File: src/rtl/fu_pkg.sv
// Shared definitions for the segmented fetch unit.
// Assumes a two-lane (even/odd) byte memory path.
package fu_pkg;
    localparam int BYTE_W = 8;
    localparam int LANES  = 2;

    // Shape of the read currently in flight
    typedef enum logic [1:0] {
        FK_WORD = 2'd0,   // both lanes, two bytes
        FK_EVEN = 2'd1,   // low lane only
        FK_ODD  = 2'd2    // high lane only
    } fetch_kind_e;
endpackage

File: src/rtl/fu_addr_gen.sv
// Physical address former: segment shifted by SHIFT plus offset.
// The sum wraps to PA_W bits. Assumes OFF_W <= PA_W.
module fu_addr_gen #(
    parameter int SEG_W = 16,
    parameter int OFF_W = 16,
    parameter int SHIFT = 4,
    parameter int PA_W  = SEG_W + SHIFT
) (
    input  logic [SEG_W-1:0] seg,
    input  logic [OFF_W-1:0] off,
    output logic [PA_W-1:0]  phys
);
    logic [PA_W-1:0] seg_base;
    logic [PA_W-1:0] off_ext;

    // Combinational: align the segment, zero-extend the offset, add modulo 2^PA_W
    always_comb begin
        seg_base = {seg, {SHIFT{1'b0}}};
        off_ext  = PA_W'(off);
        phys     = seg_base + off_ext;
    end
endmodule

File: src/rtl/fu_byte_queue.sv
// Byte FIFO of DEPTH entries.
// Accepts 0, 1 or 2 bytes per cycle and releases at most one.
// Assumes the caller never pushes past DEPTH and never pops when empty.
// A flush empties it in one cycle and drops any push in that cycle.
module fu_byte_queue #(
    parameter int DEPTH = 6,
    parameter int LW    = $clog2(DEPTH + 1)
) (
    input  logic          clk,
    input  logic          rst_n,
    input  logic          flush,
    input  logic [1:0]    push_n,
    input  logic [7:0]    push_b0,
    input  logic [7:0]    push_b1,
    input  logic          pop,
    output logic [LW-1:0] level,
    output logic [7:0]    head
);
    localparam int PW = (DEPTH > 1) ? $clog2(DEPTH) : 1;

    logic [PW-1:0] rd_p, wr_p, wr_p1;
    logic [7:0]    slot [DEPTH];

    function automatic logic [PW-1:0] ring_step(input logic [PW-1:0] p, input int k);
        int s;
        s = int'(p) + k;
        if (s >= DEPTH) s = s - DEPTH;
        return PW'(s);
    endfunction

    // Combinational: second write position and head byte
    always_comb begin
        wr_p1 = ring_step(wr_p, 1);
        head  = slot[rd_p];
    end

    // Storage: write the incoming bytes into their slots
    always_ff @(posedge clk) begin
        for (int i = 0; i < DEPTH; i++) begin
            if (!flush && push_n != 2'd0 && wr_p == PW'(i))
                slot[i] <= push_b0;
            else if (!flush && push_n == 2'd2 && wr_p1 == PW'(i))
                slot[i] <= push_b1;
        end
    end

    // Pointers and occupancy
    always_ff @(posedge clk) begin
        if (!rst_n || flush) begin
            rd_p  <= '0;
            wr_p  <= '0;
            level <= '0;
        end else begin
            wr_p  <= ring_step(wr_p, int'(push_n));
            if (pop) rd_p <= ring_step(rd_p, 1);
            level <= level + LW'(push_n) - LW'(pop);
        end
    end
endmodule

File: src/rtl/fu_fetch_ctrl.sv
// Fetch sequencer.
// Holds the segment and offset and picks word or byte reads from queue room
// and offset parity. Keeps one read outstanding, and steers returned lanes
// into queue pushes. Marks an in-flight read stale on a jump.
// Assumes mem_rvalid arrives only for a granted read.
module fu_fetch_ctrl
    import fu_pkg::*;
#(
    parameter int SEG_W = 16,
    parameter int OFF_W = 16,
    parameter int DEPTH = 6,
    parameter int LW    = $clog2(DEPTH + 1),
    parameter logic [SEG_W-1:0] RST_SEG = '1,
    parameter logic [OFF_W-1:0] RST_OFF = '0
) (
    input  logic             clk,
    input  logic             rst_n,
    input  logic             jmp_valid,
    input  logic [SEG_W-1:0] jmp_seg,
    input  logic [OFF_W-1:0] jmp_off,
    input  logic [LW-1:0]    level,
    input  logic             mem_gnt,
    input  logic             mem_rvalid,
    input  logic [15:0]      mem_rdata,
    output logic [SEG_W-1:0] seg,
    output logic [OFF_W-1:0] off,
    output logic             req,
    output logic             odd_en_n,
    output logic [1:0]       push_n,
    output logic [7:0]       push_b0,
    output logic [7:0]       push_b1,
    output logic             busy
);
    logic        held_valid, held_word;
    logic        stale;
    fetch_kind_e kind, kind_next;
    logic        word_sel, room2, grant, accept;

    // Combinational: request shape, handshake and lane steering
    always_comb begin
        room2     = (int'(level) + 2 <= DEPTH);
        word_sel  = held_valid ? held_word : (!off[0] && room2);
        req       = !busy && !jmp_valid && (int'(level) < DEPTH);
        odd_en_n  = !(word_sel || off[0]);
        kind_next = word_sel ? FK_WORD : (off[0] ? FK_ODD : FK_EVEN);
        grant     = req && mem_gnt;
        accept    = busy && mem_rvalid && !stale && !jmp_valid;
        push_n    = accept ? ((kind == FK_WORD) ? 2'd2 : 2'd1) : 2'd0;
        push_b0   = (kind == FK_ODD) ? mem_rdata[15:8] : mem_rdata[7:0];
        push_b1   = mem_rdata[15:8];
    end

    // Segment and offset: load on jump, advance on grant
    always_ff @(posedge clk) begin
        if (!rst_n) begin
            seg <= RST_SEG;
            off <= RST_OFF;
        end else if (jmp_valid) begin
            seg <= jmp_seg;
            off <= jmp_off;
        end else if (grant) begin
            off <= off + OFF_W'(word_sel ? 2 : 1);
        end
    end

    // Outstanding read tracking and stale marking
    always_ff @(posedge clk) begin
        if (!rst_n) begin
            busy  <= 1'b0;
            stale <= 1'b0;
            kind  <= FK_WORD;
        end else if (grant) begin
            busy  <= 1'b1;
            stale <= 1'b0;
            kind  <= kind_next;
        end else if (busy && mem_rvalid) begin
            busy  <= 1'b0;
            stale <= 1'b0;
        end else if (jmp_valid && busy) begin
            stale <= 1'b1;
        end
    end

    // Hold the lane choice of an ungranted request
    always_ff @(posedge clk) begin
        if (!rst_n) begin
            held_valid <= 1'b0;
            held_word  <= 1'b0;
        end else begin
            held_valid <= req && !mem_gnt;
            held_word  <= word_sel;
        end
    end
endmodule

File: src/rtl/seg_fetch_unit.sv
// Top of the segmented fetch unit.
// Joins the fetch sequencer, the address former and the byte queue.
// Assumes a memory that grants requests and returns exactly one response per grant.
module seg_fetch_unit
    import fu_pkg::*;
#(
    parameter int QDEPTH = 6,
    parameter int SEG_W  = 16,
    parameter int OFF_W  = 16,
    parameter int SHIFT  = 4,
    parameter logic [SEG_W-1:0] RST_SEG = 16'hFFFF,
    parameter logic [OFF_W-1:0] RST_OFF = 16'h0000,
    localparam int PA_W = SEG_W + SHIFT
) (
    input  logic             clk,
    input  logic             rst_n,
    input  logic             jmp_valid,
    input  logic [SEG_W-1:0] jmp_seg,
    input  logic [OFF_W-1:0] jmp_off,
    output logic             mem_req,
    input  logic             mem_gnt,
    output logic [PA_W-1:0]  mem_addr,
    output logic             mem_odd_en_n,
    input  logic             mem_rvalid,
    input  logic [15:0]      mem_rdata,
    output logic             pop_valid,
    input  logic             pop_ready,
    output logic [7:0]       pop_data
);
    localparam int LW = $clog2(QDEPTH + 1);

    logic [SEG_W-1:0] cur_seg;
    logic [OFF_W-1:0] cur_off;
    logic [LW-1:0]    q_level;
    logic [1:0]       push_n;
    logic [7:0]       push_b0, push_b1;
    logic             fetch_busy;
    logic             pop_fire;

    // Combinational: consumer handshake, with the flush taking priority
    always_comb begin
        pop_valid = (q_level != '0);
        pop_fire  = pop_valid && pop_ready && !jmp_valid;
    end

    fu_fetch_ctrl #(
        .SEG_W(SEG_W), .OFF_W(OFF_W), .DEPTH(QDEPTH), .LW(LW),
        .RST_SEG(RST_SEG), .RST_OFF(RST_OFF)
    ) u_ctrl (
        .clk(clk), .rst_n(rst_n),
        .jmp_valid(jmp_valid), .jmp_seg(jmp_seg), .jmp_off(jmp_off),
        .level(q_level),
        .mem_gnt(mem_gnt), .mem_rvalid(mem_rvalid), .mem_rdata(mem_rdata),
        .seg(cur_seg), .off(cur_off),
        .req(mem_req), .odd_en_n(mem_odd_en_n),
        .push_n(push_n), .push_b0(push_b0), .push_b1(push_b1),
        .busy(fetch_busy)
    );

    fu_addr_gen #(
        .SEG_W(SEG_W), .OFF_W(OFF_W), .SHIFT(SHIFT), .PA_W(PA_W)
    ) u_addr (
        .seg(cur_seg), .off(cur_off), .phys(mem_addr)
    );

    fu_byte_queue #(
        .DEPTH(QDEPTH), .LW(LW)
    ) u_queue (
        .clk(clk), .rst_n(rst_n), .flush(jmp_valid),
        .push_n(push_n), .push_b0(push_b0), .push_b1(push_b1),
        .pop(pop_fire), .level(q_level), .head(pop_data)
    );
endmodule

File: config.mk
export PLATFORM = sky130hd
export DESIGN_NAME = seg_fetch_unit
export DESIGN_NICKNAME = d
export VERILOG_FILES = /design/src/rtl/fu_pkg.sv /design/src/rtl/fu_addr_gen.sv /design/src/rtl/fu_byte_queue.sv /design/src/rtl/fu_fetch_ctrl.sv /design/src/rtl/seg_fetch_unit.sv
export SDC_FILE = /design/constraint.sdc
export NUM_CORES = 1
export LEC_CHECK = 0
export ABC_AREA = 1
export BUFFER_PORTS_ARGS = -buffer_cell sky130_fd_sc_hd__buf_4
export CELL_PAD_IN_SITES_DETAIL_PLACEMENT = 1
export CELL_PAD_IN_SITES_GLOBAL_PLACEMENT = 2
export CORE_AREA = 3 3 140 142
export CTS_CLUSTER_SIZE = 10
export DETAILED_ROUTE_END_ITERATION = 12
export DIE_AREA = 0 0 143 145
export PLACE_DENSITY_LB_ADDON = 0.1
export SYNTH_ARGS = -nofsm -noshare
export SYNTH_HDL_FRONTEND = slang
export SYNTH_HIERARCHICAL = 1
export SYNTH_SLANG_ARGS = --single-unit
File: constraint.sdc
create_clock -name clk -period 8.6 [get_ports clk]
set_clock_uncertainty 0.2 [all_clocks]
set_input_delay 1.29 -clock clk [delete_from_list [all_inputs] [get_ports clk]]
set_output_delay 1.29 -clock clk [all_outputs]
set_load 0.02 [all_outputs]
# == Word-level counts from Yosys, hierarchy flattened ==
# Memory sizes are Yosys's and may differ from the RTL's. A register that Yosys moved wholly into a read port is not among the register bits.
# Index checks and enable logic that the tools add are counted.
# totals
elab_cells,156
input_bits,54
ff_bits,47
mem_count,1
ram_bits,48
# classes
n_mux,64
reduce_logical,46
n_addsub,11
n_bitwise,7
order_cmp,5
n_eq_ne,12
# memory_table
memory,words,width,rd,rd_clocked_by_memory_dff,write_ports,line,rtl
u_queue.slot,6,8,1,1,2,fu_byte_queue.sv:22,logic [7:0] slot [DEPTH];
# ops
cell,count
$mux 8,11
$mux 1,37
$le 32x4->1 const B,1
$mux 16,2
$reduce_or 8->1,4
$mux 3,9
$logic_and 1x1->1,25
$add 20x16->20,1
$add 16x16->16,1
$eq 3x2->1 const B,4
$eq 3x3->1 const B,4
$ge 4x3->1 const B,3
$mux 2,5
$sub 3x2->3 const B,3
$add 3x1->4 const B,2
$logic_not 1->1,7
$eq 3x1->1 const B,2
$logic_not 3->1,2
$or 1x1->1,6
$reduce_bool 2->1,3
$add 3x2->4,1
$add 3x2->4 const B,1
$eq 2x2->1 const B,2
$add 3x2->3,1
other kinds (7),8

# == Longest topological paths before layout ==
# Gate-level depths: netlist of the first run.
# logic_depth
depth_word,14
mapped_depth,14
mapped_depth_nobuf,14

# == Hierarchy ==
# Netlist of the first run, hierarchy kept.
# modules_own_cells
mod,area_each_um2,cells_per_inst,instances
fu_byte_queue,3525.9,422,1
fu_fetch_ctrl,2162.1,305,1
fu_addr_gen,862.1,168,1
seg_fetch_unit,30.0,6,1

# == Worst setup path after synthesis of the first run ==
# OpenSTA, ideal clock, no wires.
# synth_timing
kind,input to register
start,input jmp_valid
end,"memory u_queue.slot[2][0], enable pin"
slack_ns,4.796
n_path_buf,2
arrival_ns,3.220
path_stages,9
cell_sequence,buf_2 buf_4 nor2_1 nand2_1 nor3_1 inv_1 nor3_1 nand2_1 o21ai_0
# synth_rtl
item,line,rtl
from (decl),seg_fetch_unit.sv:17,"input logic jmp_valid,"
to (decl),fu_byte_queue.sv:22,

==> flow_metrics.tcl, run 1 <==
set metrics [dict create \
    status "finished, final reports clean" \
    worst-path-buf-inv 2 \
    cts_buffer_depth 2 \
    syn_to_final_growth_pct 15.7 \
    p_total_uw 1300 \
    crit_chain "inv_1, nand2_1, nand3_1, nand2_1, o22ai_1, buf_4" \
    rsz0062_at_grt "no" \
    first_global_vias 6391 \
    max-cap-violations 0 \
    synth.net_count 988 \
    avgRoutedWirePerCell_um 17.2 \
    finalHoldViolCount 0 \
    slew_headroom_pct 22.7 \
    fillerInstances 2312 \
    fp.dieH_um 145 \
    synth_cells 901 \
    cp.arrival_ns 2.56 \
    clkSinkCount 98 \
    syn-cell-area_um2 6580 \
    crit_required_ns 7.11 \
    ys_seq_area_share_pct 37.1 \
    peakVddDrop_v 0.000102 \
    core-area_um2 18600 \
    leakage_uw 0.00356 \
    synthArstFlopShare_pct 0 \
    drc 0 \
    clock.fmax_ghz 0.247 \
    setup_viol 0 \
    crit_path_end_kind "primary output" \
    avgSynthCellArea_um2 7.30 \
    antenna_found_initial 0 \
    hpwl_um 16000 \
    cts_root_buf "clkbuf_16" \
    ys_warn_count 6 \
    synth-edff-count 48 \
    slowest_stage "dfxtp_1" \
    hold_class "register to register" \
    nets 1044 \
    globalRouteOverflowTotal 0 \
    postSynthRegisterBits 98 \
    seq_area_um2 2440 \
    timing.hold.ws_ns 0.271 \
    drive_above_1_share_pct 15.9 \
    grt_pass1_wl_um 33300 \
    cts_resized 0 \
    clkTransAtPathRegs_ns 0.07 \
    port_buffers 84 \
    routed_wl_um 20600 \
    die_w_um 143 \
    start_util_pct 35.4 \
    clkLatencyLatePin_ns 0.35 \
    period_minus_slack_ns 4.05 \
    grt_util_all_layers_pct 20.3 \
    synth_flop_cell "dfxtp_1" \
    first_pass_iters 5 \
    yosysUniqueCellTypes 42 \
    post_dp_cell_area_um2 7240 \
    grt_max_degree 39 \
    postLayoutSetupSlackWorst_ns 4.55 \
    antenna_left 0 \
    hold_buffers 0 \
    cellPowerDensity_nw_per_um2 171 \
    io_pins 85 \
    cpPeakStageDelay_ns 0.88 \
    diodes 0 \
    synth_most_common_cell "nand2_1" \
    critPathMaxFanout 25 \
    setup_tns_ns 0 \
    die_area_um2 20700 \
    fin_crit_sh_pct 47.1 \
    num_rows 50 \
    start_kind "register" \
    yosysTopAreaCellShare_pct 21.9 \
    fin_area_um2 7610 \
    cts_tree "done" \
    first_iter_violations 290 \
    cts_max_level 3 \
    gp_congestion 0.850 \
    vias 6089 \
    ys_top_cells_by_count "nand2_1 (332), nand3_1 (88), inv_1 (83)" \
    cpMostUsedCell "nand2_1" \
    slew_viol_final 0 \
    vias_per_cell 5.09 \
    place_ws_ns 4.25 \
    max_slew.worst_pin.slew_ns 1.15 \
    netlist_top_cells_area "edfxtp_1 (22%), nand2_1 (19%), dfxtp_1 (15%)" \
    cts_setup_buffers 0 \
    multiInputGateArea_um2 3540 \
    yosys.area.top_type "edfxtp_1" \
    cp_top_family "flip-flops" \
    worstSetupPathType "register to primary output" \
    cts-buffers-inserted 9 \
]
[cell families after synthesis]
logic type | synth area share, %
AOI/OAI and AO/OA | 5.99
DFF | 37.1
and+or+nand+nor | 37.9
xor gates and xnor gates | 1.73
buffers and inverters | 9.05
muxes | 1.52
adders and majority gates | 6.73
[report_power, final]
group	internal [uW]	switching [uW]	total, uW
clock	317	193	510
combinational	103	165	267
sequential	505	16.3	521
total	925	374	1300
[sequential cells by signal, indices dropped and copies added, names as in the netlist, 2 cells and up, named ones only]
signal / cells
u_queue/slot: 48
u_ctrl/off: 16
u_ctrl/seg: 16
u_queue/level: 3
u_queue/rd_p: 3
u_queue/wr_p: 3
u_ctrl/kind: 2
[worst paths after layout]
kind | end | depth (start not counted) | start | slack [ns]
max | pop_data[1] | 6 | register | 4.55
min | u_ctrl/seg[11] | 2 | u_ctrl/seg[11] | 0.27
max reg2reg | u_queue/slot[0][6] | 11 | u_ctrl/busy | 5.18
min reg2reg | u_ctrl/seg[11] | 2 | u_ctrl/seg[11] | 0.27
[layout make-up]
class / count / area share [%]
Sequential cell: 98 / 32.1
Timing Repair Buffer: 85 / 8.38
Inverter: 87 / 4.29
Clock inverter: 7 / 1.94
Clock buffer: 9 / 2.96
Multi-Input combinational cell: 676 / 46.5
Tap cell: 234 / 3.84
[tightest hold or removal path, cell delays in order (launching register included)]
cell	delay (ns)
dfxtp_1	0.34
nand2_1	0.06
nand3_1	0.05
[metrics by stage]
stage                     util [%]  cells
after floorplan                  -    901
after global placement        39.0   1180
after detailed placement      39.0   1180
after CTS                     41.0   1196
after global routing          41.0   1196
final                         41.0   1196
[routing by layer]
layer / vias to the layer above / share of wire, % / GRT usage (%) / routed length [um]
li1: 3063 / - / - / -
met1: 2892 / 42 / 24.1 / 8650
met2: 105 / 53 / 37.5 / 10900
met3: 29 / 2.7 / 2.21 / 548
met4: 0 / 2.5 / 6.61 / 518
met5: - / 0 / 0 / 0
[layout by cell type, fill, tap and decap left out, types with 8 or more instances in the layout]
master,netlist,routed
nand4_1,37,37
a21oi_1,34,34
nand2_2,8,8
mux2_2,8,8
dfxtp_1,50,50
xor2_1,8,8
o21ai_0,20,20
inv_1,83,83
nand3_1,88,88
buf_4,17,85
nand2_1,332,332
nor2_2,8,8
clkbuf_16,0,9
nor2_1,42,42
edfxtp_1,48,48
o22ai_1,8,8
ha_1,29,29
Note: power is estimated with default switching activity, not from simulation.
==> run 2, diff against run 1 <==
--- a/config.mk
+++ b/config.mk
@@ -9,10 +9,10 @@
 export BUFFER_PORTS_ARGS = -buffer_cell sky130_fd_sc_hd__buf_4
 export CELL_PAD_IN_SITES_DETAIL_PLACEMENT = 1
 export CELL_PAD_IN_SITES_GLOBAL_PLACEMENT = 2
-export CORE_AREA = 3 3 140 142
+export CORE_AREA = 3 3 153 155
 export CTS_CLUSTER_SIZE = 10
 export DETAILED_ROUTE_END_ITERATION = 12
-export DIE_AREA = 0 0 143 145
+export DIE_AREA = 0 0 156 158
 export PLACE_DENSITY_LB_ADDON = 0.1
 export SYNTH_ARGS = -nofsm -noshare
 export SYNTH_HDL_FRONTEND = slang
==> constraint.sdc (replaced) <==
create_clock -name clk -period 3.4 [get_ports clk]
set_clock_uncertainty 0.2 [all_clocks]
set_input_delay 0.51 -clock clk [delete_from_list [all_inputs] [get_ports clk]]
set_output_delay 0.51 -clock clk [all_outputs]
set_load 0.02 [all_outputs]
==> run 2 against run 1 <==
Effect of this change: via count decreased by 2.3%; highest routed layer unchanged; global-route usage decreased by 3.1 points; setup slack got worse by 4.0 ns; wire length increased by 1.5%; count of clock-buffer cells in the layout increased by 2; clock power increased by 110%; largest power group unchanged.
==> flow_metrics.tcl, run 2 (synthesis results as in run 1) <==
set metrics [dict create \
    status "finished, final reports clean" \
    place_ws_ns 0.414 \
    slew_viol_final 0 \
    top_regs "u_queue/slot: 48 flops, u_ctrl/off: 16 flops, u_ctrl/seg: 16 flops" \
    antenna_left 0 \
    setup_viol 0 \
    setup_tns_ns 0 \
    hold_class "input pin to register" \
    globalRouteOverflowTotal 0 \
    start_kind "register" \
    cts-buffers-inserted 9 \
    seq_power_share_pct 43.3 \
    postLayoutSetupSlackWorst_ns 0.519 \
    cts_root_buf "clkbuf_16" \
    port_buffers 84 \
    die_w_um 156 \
    cellPowerDensity_nw_per_um2 395 \
    vias 5950 \
    grt_util_all_layers_pct 17.2 \
    max_slew.worst_pin.slew_ns 0.661 \
    period_minus_slack_ns 2.88 \
    diodes 0 \
    hold_buffers 0 \
    fin_crit_sh_pct 84.7 \
    drive_above_1_share_pct 17.0 \
    post_dp_cell_area_um2 7410 \
    rsz0062_at_grt "no" \
    cts_setup_buffers 0 \
    slew_headroom_pct 55.9 \
    slowest_stage "fa_1" \
    crit_required_ns 2.69 \
    drc 0 \
    io_pins 85 \
    fin_area_um2 7710 \
    gp_congestion 0.777 \
    regMostFlops "u_queue/slot" \
    clock.fmax_ghz 0.347 \
    crit_chain "ha_1, fa_1, nand2_1, nand2_1, and2_4, nand2_1, nand2_1, xor2_1, buf_4" \
    first_iter_violations 226 \
    cts_resized 0 \
    cts_max_level 3 \
    grt_pass1_wl_um 33200 \
    cp.arrival_ns 2.17 \
    worst-path-buf-inv 1 \
    leakage_uw 0.00360 \
    avgRoutedWirePerCell_um 16.6 \
    vias_per_cell 4.73 \
    timing.hold.ws_ns 0.161 \
    num_rows 54 \
    hpwl_um 16000 \
    clkLatencyLatePin_ns 0.35 \
    p_int_uw 2120 \
    final_common_cell "nand2_1" \
    p_sw_share_pct 30.5 \
    pwr-share-comb_pct 22.0 \
    syn_to_final_growth_pct 17.1 \
    largest_reg_flops 48 \
    critPathMaxFanout 4 \
    routed_wl_um 20900 \
    cts_tree "done" \
    cpPeakStageDelay_ns 0.41 \
    grt_max_degree 29 \
    peakVddDrop_v 0.000187 \
    fin_util_pct 35.1 \
    clkPwrFrac_pct 34.6 \
    cp_top_family "adder cells" \
    die_area_um2 24600 \
    worstSetupPathType "register to primary output" \
    fp.dieH_um 158 \
    mostFrequentLayoutCells "nand2_1 (332), buf_4 (100), nand3_1 (88)" \
    finalHoldViolCount 0 \
    p_switching_uw 929 \
    max-cap-violations 0 \
    clkTransAtPathRegs_ns 0.07 \
    cpMostUsedCell "nand2_1" \
    clkSinkCount 98 \
    first_global_vias 5882 \
    first_pass_iters 4 \
    antenna_found_initial 0 \
    start_util_pct 30.0 \
    crit_path_end_kind "primary output" \
    cts_buffer_depth 2 \
    nets 1059 \
    core-area_um2 22000 \
]
## run 2: cell types whose count changed in the layout (fill, tap and decap cells not counted), sizes merged
cell / previous run / this run
buf: 85 / 100
bufinv: 4 / 1
clkbuf: 9 / 11
clkinv: 1 / 3
clkinvlp: 1 / 0
## run 2: layout make-up
class                   instances  area [um2]
clock buffers                  11         233
clock inverters                 5        61.3
fillers                      2774       14300
inverters                      87         327
multi-input cells             676        3540
flip-flops and latches         98        2440
well taps                     280         350
repair buffers                100         751
## run 2: worst paths after layout
check / depth (start not counted) / startpoint / end / slack [ns]
worst max-delay path: 9 / u_ctrl/off[4] / mem_addr[12] / 0.52
worst min-delay path: 2 / mem_gnt / u_ctrl/held_valid / 0.16
worst min register to register: 2 / u_ctrl/seg[5] / u_ctrl/seg[5] / 0.27
worst max register to register: 13 / u_queue/level[1] / u_ctrl/off[12] / 0.54
## run 2: power groups by stage
stage                     clock network, uW  logic (uW)  registers (uW)
after floorplan                           0         437            1330
after detailed placement                  0         683            1350
final                                  1060         671            1320
after global placement                    0         680            1350
after CTS                              1100         687            1320
after global routing                   1140         757            1330
## run 2: metal layers
metal  wire [um]  part of all wire [%]  global-route usage (%)  vias to the layer above
met3         741                   3.5                    2.10                       19
met5           0                     0                       0                        -
met1        9480                    45                    22.4                     2724
li1            -                     -                       -                     3094
met4         368                   1.8                    4.67                        0
met2       10300                    49                    30.1                      113
## run 2: per-stage QoR
stage	std cells	power, uW
2_1_floorplan	901	1770
3_3_place_gp	1241	2030
3_5_place_dp	1241	2030
4_1_cts	1257	3110
5_1_grt	1257	3220
6_report	1257	3050
